`config.mk`:
```
export PLATFORM = sky130hd
export DESIGN_NAME = lane_sram
export DESIGN_NICKNAME = d
export VERILOG_FILES = /design/src/rtl/lane_sram_pkg.sv /design/src/rtl/lane_sram_addr_latch.sv /design/src/rtl/lane_sram_decode.sv /design/src/rtl/lane_sram_lane.sv /design/src/rtl/lane_sram.sv
export SDC_FILE = /design/constraint.sdc
export NUM_CORES = 2
export LEC_CHECK = 0
export ABC_CLOCK_PERIOD_IN_PS = 6600
export BUFFER_PORTS_ARGS = -buffer_cell sky130_fd_sc_hd__buf_2
export CORE_MARGIN = 2
export CORE_UTILIZATION = 45
export DETAILED_ROUTE_END_ITERATION = 12
export PLACE_DENSITY_LB_ADDON = 0.3
export SETUP_SLACK_MARGIN = 0.2
export SYNTH_ARGS = -nofsm -noshare
export SYNTH_HDL_FRONTEND = slang
export SYNTH_MEMORY_MAX_BITS = 65536
export SYNTH_SLANG_ARGS = --single-unit
```
`constraint.sdc`:
```
create_clock -name clk -period 6.6 [get_ports clk]
set_input_delay 0.99 -clock clk [delete_from_list [all_inputs] [get_ports clk]]
set_output_delay 0.99 -clock clk [all_outputs]
set_load 0.005 [all_outputs]
```
`src/rtl/lane_sram_pkg.sv`:
```
package lane_sram_pkg;

    localparam int LANE_W = 9;
    localparam int LANES  = 2;
    localparam int WORD_W = LANE_W * LANES;

    typedef struct packed {
        logic             ce_n;
        logic             we_n;
        logic             oe_n;
        logic [LANES-1:0] sel_n;
    } ctrl_t;

    typedef struct packed {
        logic [LANES-1:0] wr;
        logic [LANES-1:0] rd;
        logic [LANES-1:0] drv;
    } lane_cmd_t;

    function automatic lane_cmd_t decode_ctrl(input ctrl_t c);
        lane_cmd_t r;
        for (int i = 0; i < LANES; i++) begin
            r.wr[i]  = !c.ce_n && !c.we_n && !c.sel_n[i];
            r.rd[i]  = !c.ce_n &&  c.we_n && !c.sel_n[i];
            r.drv[i] = r.rd[i] && !c.oe_n;
        end
        return r;
    endfunction

endpackage

```
`src/rtl/lane_sram_addr_latch.sv`:
```
module lane_sram_addr_latch #(
    parameter int ADDR_W = 8
) (
    input  logic              clk,
    input  logic              rst,
    input  logic              ale,
    input  logic [ADDR_W-1:0] addr,
    output logic [ADDR_W-1:0] eff_addr
);

    logic [ADDR_W-1:0] held_q;
    logic              armed_q;

    always_ff @(posedge clk) begin
        if (rst) begin
            held_q  <= '0;
            armed_q <= 1'b0;
        end else begin
            armed_q <= 1'b1;
            if (ale) begin
                held_q <= addr;
            end
        end
    end

    assign eff_addr = ale ? addr : held_q;

    AST_LATCH_HOLD: assert property (@(posedge clk) disable iff (rst)
        (armed_q && !ale && $past(!ale)) |-> (eff_addr == $past(eff_addr)));

endmodule

```
`src/rtl/lane_sram_decode.sv`:
```
module lane_sram_decode
    import lane_sram_pkg::*;
(
    input  ctrl_t     ctrl,
    output lane_cmd_t cmd
);

    always_comb begin
        cmd = decode_ctrl(ctrl);
    end

endmodule

```
`src/rtl/lane_sram_lane.sv`:
```
module lane_sram_lane #(
    parameter int ADDR_W = 8,
    parameter int DATA_W = 9
) (
    input  logic              clk,
    input  logic              rst,
    input  logic              wr,
    input  logic              rd,
    input  logic              drv,
    input  logic [ADDR_W-1:0] addr,
    input  logic [DATA_W-1:0] din,
    output logic [DATA_W-1:0] dout,
    output logic              drive
);

    localparam int DEPTH = 1 << ADDR_W;

    logic [DATA_W-1:0] mem [DEPTH];

    always_ff @(posedge clk) begin
        if (wr) begin
            mem[addr] <= din;
        end
    end

    always_ff @(posedge clk) begin
        if (rst) begin
            drive <= 1'b0;
            dout  <= '0;
        end else begin
            drive <= drv;
            if (rd) begin
                dout <= mem[addr];
            end
        end
    end

    AST_LANE_WRITE_DARK: assert property (@(posedge clk) disable iff (rst)
        wr |=> !drive);

endmodule

```
`src/rtl/lane_sram.sv`:
```
module lane_sram
    import lane_sram_pkg::*;
#(
    parameter int ADDR_W = 8
) (
    input  logic              clk,
    input  logic              rst,
    input  logic              ce_n,
    input  logic              we_n,
    input  logic              oe_n,
    input  logic              ale,
    input  logic [1:0]        sel_n,
    input  logic [ADDR_W-1:0] addr,
    input  logic [17:0]       din,
    output logic [17:0]       dout,
    output logic [1:0]        drive
);

    logic [ADDR_W-1:0] eff_addr;
    ctrl_t             ctrl;
    lane_cmd_t         cmd;

    assign ctrl.ce_n  = ce_n;
    assign ctrl.we_n  = we_n;
    assign ctrl.oe_n  = oe_n;
    assign ctrl.sel_n = sel_n;

    lane_sram_addr_latch #(.ADDR_W(ADDR_W)) u_latch (
        .clk      (clk),
        .rst      (rst),
        .ale      (ale),
        .addr     (addr),
        .eff_addr (eff_addr)
    );

    lane_sram_decode u_dec (
        .ctrl (ctrl),
        .cmd  (cmd)
    );

    for (genvar i = 0; i < LANES; i++) begin : g_lane
        lane_sram_lane #(.ADDR_W(ADDR_W), .DATA_W(LANE_W)) u_lane (
            .clk   (clk),
            .rst   (rst),
            .wr    (cmd.wr[i]),
            .rd    (cmd.rd[i]),
            .drv   (cmd.drv[i]),
            .addr  (eff_addr),
            .din   (din[i*LANE_W +: LANE_W]),
            .dout  (dout[i*LANE_W +: LANE_W]),
            .drive (drive[i])
        );

        AST_READ_DRIVES: assert property (@(posedge clk) disable iff (rst)
            (!oe_n && !ce_n && we_n && !sel_n[i]) |=> drive[i]);

        AST_DESELECT_DARK: assert property (@(posedge clk) disable iff (rst)
            sel_n[i] |=> !drive[i]);
    end

    AST_RESET_CLEAR: assert property (@(posedge clk)
        rst |=> (drive == '0));

    AST_STANDBY_DARK: assert property (@(posedge clk) disable iff (rst)
        ce_n |=> (drive == '0));

    AST_WRITE_DARK: assert property (@(posedge clk) disable iff (rst)
        (!ce_n && !we_n) |=> (drive == '0));

    AST_OE_DARK: assert property (@(posedge clk) disable iff (rst)
        oe_n |=> (drive == '0));

endmodule

```
==> flow_summary.toml <==
[global_routing]
grt_overflow = 0
grt_pass1_wl_um = 813000
grt_max_degree = 189
grt_pass1_vias = 112200
antenna_found_initial = 28
grt.total_usage = 0.2666

[setup_path]
rr_worst_depth = 8
endpoint_kind = "flop"
r2r_end = "g_lane[1].u_lane.dout[1]"
start_kind = "primary input"
arrival_ns = 5.89
crit_required_ns = 7.49
reg2reg_slack_ns = 1.61
r2r-start = "u_latch.held_q[1]"
path_max_fanout = 40
path_class = "in -> reg"

[sta]
final_hold_viol_count = 0
max_freq_mhz = 199.9
clock_skew_ns = 0.05989
fin_ws_ns = 1.597
hold_slack_ns = 0.1852
finalSetupTns_ns = 0
timing.final.crit_share = 0.7581
rsz0062_at_grt = "no"
worst_slew_pin_slew_ns = 1.478
setup_violations = 0
maxSlewHeadroom = 0.01462
post-route-min-period_ns = 5.003
slew_violations = 0

[run_status]
outcome = "complete, but fails checks"
violations = "max-capacitance violations"

[yosys]
synth_compound_area_frac = 0.2004
yosys_register_bits = 4636
async_flop_share = 0
syn_area_um2 = 183100
ys.flop_type = "edfxtp_1"
synth_xor_area_frac = 0
ys_warn_count = 0
synth_top_family_by_area = "compound AO/OA/AOI/OAI gates"
synth_seq_area_share = 0.7589
synthAdderAreaFrac = 0
synth_cells = 11780
syn-num-nets = 11810
synth_edf_count = 4608
avgSynthCellArea_um2 = 15.55
synth_simple_gate_area_frac = 0.01647
post_synth_mux_area_share = 0.0002734
yosysUniqueCellTypes = 45

[die]
die_h_um = 641.8
die_w_um = 641.8
die_area_um2 = 411900
num_rows = 234
initial_core_util = 0.4514
core-area_um2 = 405500
io_pins = 54

[run]
drv_cap = 1

[clocking]
cts_tree = "done"
numCtsBuffers = 451
root_buffer = "clkbuf_16"
ctsResizeCount = 0
clk_pin_slew_ns = 0.06
cts.path.max_buffers = 4
clock_latency_ns = 1.03
cts_setup_buffers = 0
cts_hold_buf = 0
clock-sinks = 4636
htree_levels = 5

[placed_design]
port-buffer-count = 53
postPlaceCellArea_um2 = 190800
dpl.hpwl_um = 322700
place_congestion = 0.8769
post-place-ws_ns = 0.8559

[route]
first_pass_iters = 6
wl_um = 569500
detail-route-antenna-nets = 0
drc = 0
drtIter0Drc = 17540
avgRoutedWirePerCell_um = 32.61
via_count = 115600
viasPerCell = 6.622

[final_layout]
multi_input_area_um2 = 40190
drive_gt1_frac = 0.1045
ff_latch_area_um2 = 138900
fill_cells = 32780
final_nets = 11670
final_area_um2 = 205500
area_growth_pct = 12.23

[power_and_ir_drop]
p_leak_nw = 59.78
vdd_drop_max_v = 0.0003377
power.total_mw = 61.82
power_density_nw_per_um2 = 300.9

[min_path]
worstHoldEndpoint = "g_lane[1].u_lane.drive"
hold_path.class = "in -> reg"
min_from = "oe_n"
hold_depth = 2
logic make-up after synthesis:
| logic type | Yosys count |
|---|---|
| flops | 4636 |
| buf+inv | 1098 |
| mux | 5 |
| compound gates | 5315 |
| simple gates | 722 |
layout make-up:
cell class	instances	share of cell area
flip-flops and latches	4636	0.6762
well taps	5428	0.03306
diodes	17	0.0002071
clock inverters	298	0.01349
repair buffers	501	0.02374
multi-input cells	6042	0.1956
inverters	2	0.00003654
clock buffers	539	0.05760
power breakdown:
group | internal (mW) | switching (mW)
Combinational | 0.920 | 2.81
Clock | 14.5 | 11.1
Sequential | 32.4 | 0.0276
registers in the layout (all words and copies together), names as in the netlist:
name                 cells
u_latch.held_q           8
g_lane.u_lane.drive      2
g_lane.u_lane.dout      18
g_lane.u_lane.mem     4608
Yosys cell counts (all sizes together), types with 28 or more instances:
master   number  area, µm²
a41oi       460       4029
clkbuf      900       3378
dfxtp        28      560.5
o21a       1522      11430
a21oi       438       2192
buf         196      988.4
edfxtp     4608     138400
o22ai        33      206.5
a22oi       818       6141
a2111oi      30      431.7
nor4         49      306.5
o21ai      1445       7232
nand2        38      142.6
nor2        557       2091
o41ai       515       4511
through the flow:
stage	std cells	utilization
after floorplan	11780	-
after global placement	16610	0.4705
after detailed placement	16610	0.4705
after CTS	17450	0.5066
after global routing	17460	0.5066
final	17460	0.5067
placed cells by master (no fill, tap or decap), drive strengths merged, types with 18 or more instances in the layout:
master and n:
a2111oi 30, a21oi 438, a22oi 818, a41oi 460, buf 497, bufinv 45, clkbuf 543, clkinv 223
dfxtp 28, edfxtp 4608, nand2 38, nand3 27, nand4 18, nor2 557, nor4 49, o21a 1522
o21ai 1445, o22ai 33, o41ai 515
metal layers:
layer | up-vias | global-route usage | wire, µm
met5 | - | 0.002081 | 234
met4 | 20 | 0.1127 | 26890
met3 | 1234 | 0.06499 | 67320
met2 | 7730 | 0.4074 | 258300
met1 | 58840 | 0.3654 | 216800
li1 | 47820 | - | -
critical path: stages:
cell and delay (ns):
buf_2 0.39, and3b_4 0.45, buf_4 0.42, o21a_1 0.26, o41ai_1 0.85, a41oi_1 0.39
nor4_1 1.13, o22ai_1 0.46, o41a_1 0.49
how the worst max path moves through the flow:
stage	startpoint	to	slack, ns
after detailed placement	ale	g_lane[1].u_lane.dout[1]	0.86
after global placement	ale	g_lane[0].u_lane.dout[1]	0.64
final	ale	g_lane[0].u_lane.dout[4]	1.60
after CTS	u_latch.held_q[1]	g_lane[0].u_lane.mem[99][7]	1.86
after floorplan	ale	g_lane[1].u_lane.mem[107][0]	2.74
after global routing	u_latch.held_q[1]	g_lane[0].u_lane.mem[96][2]	1.67
Power figures use the tool's default switching activity.
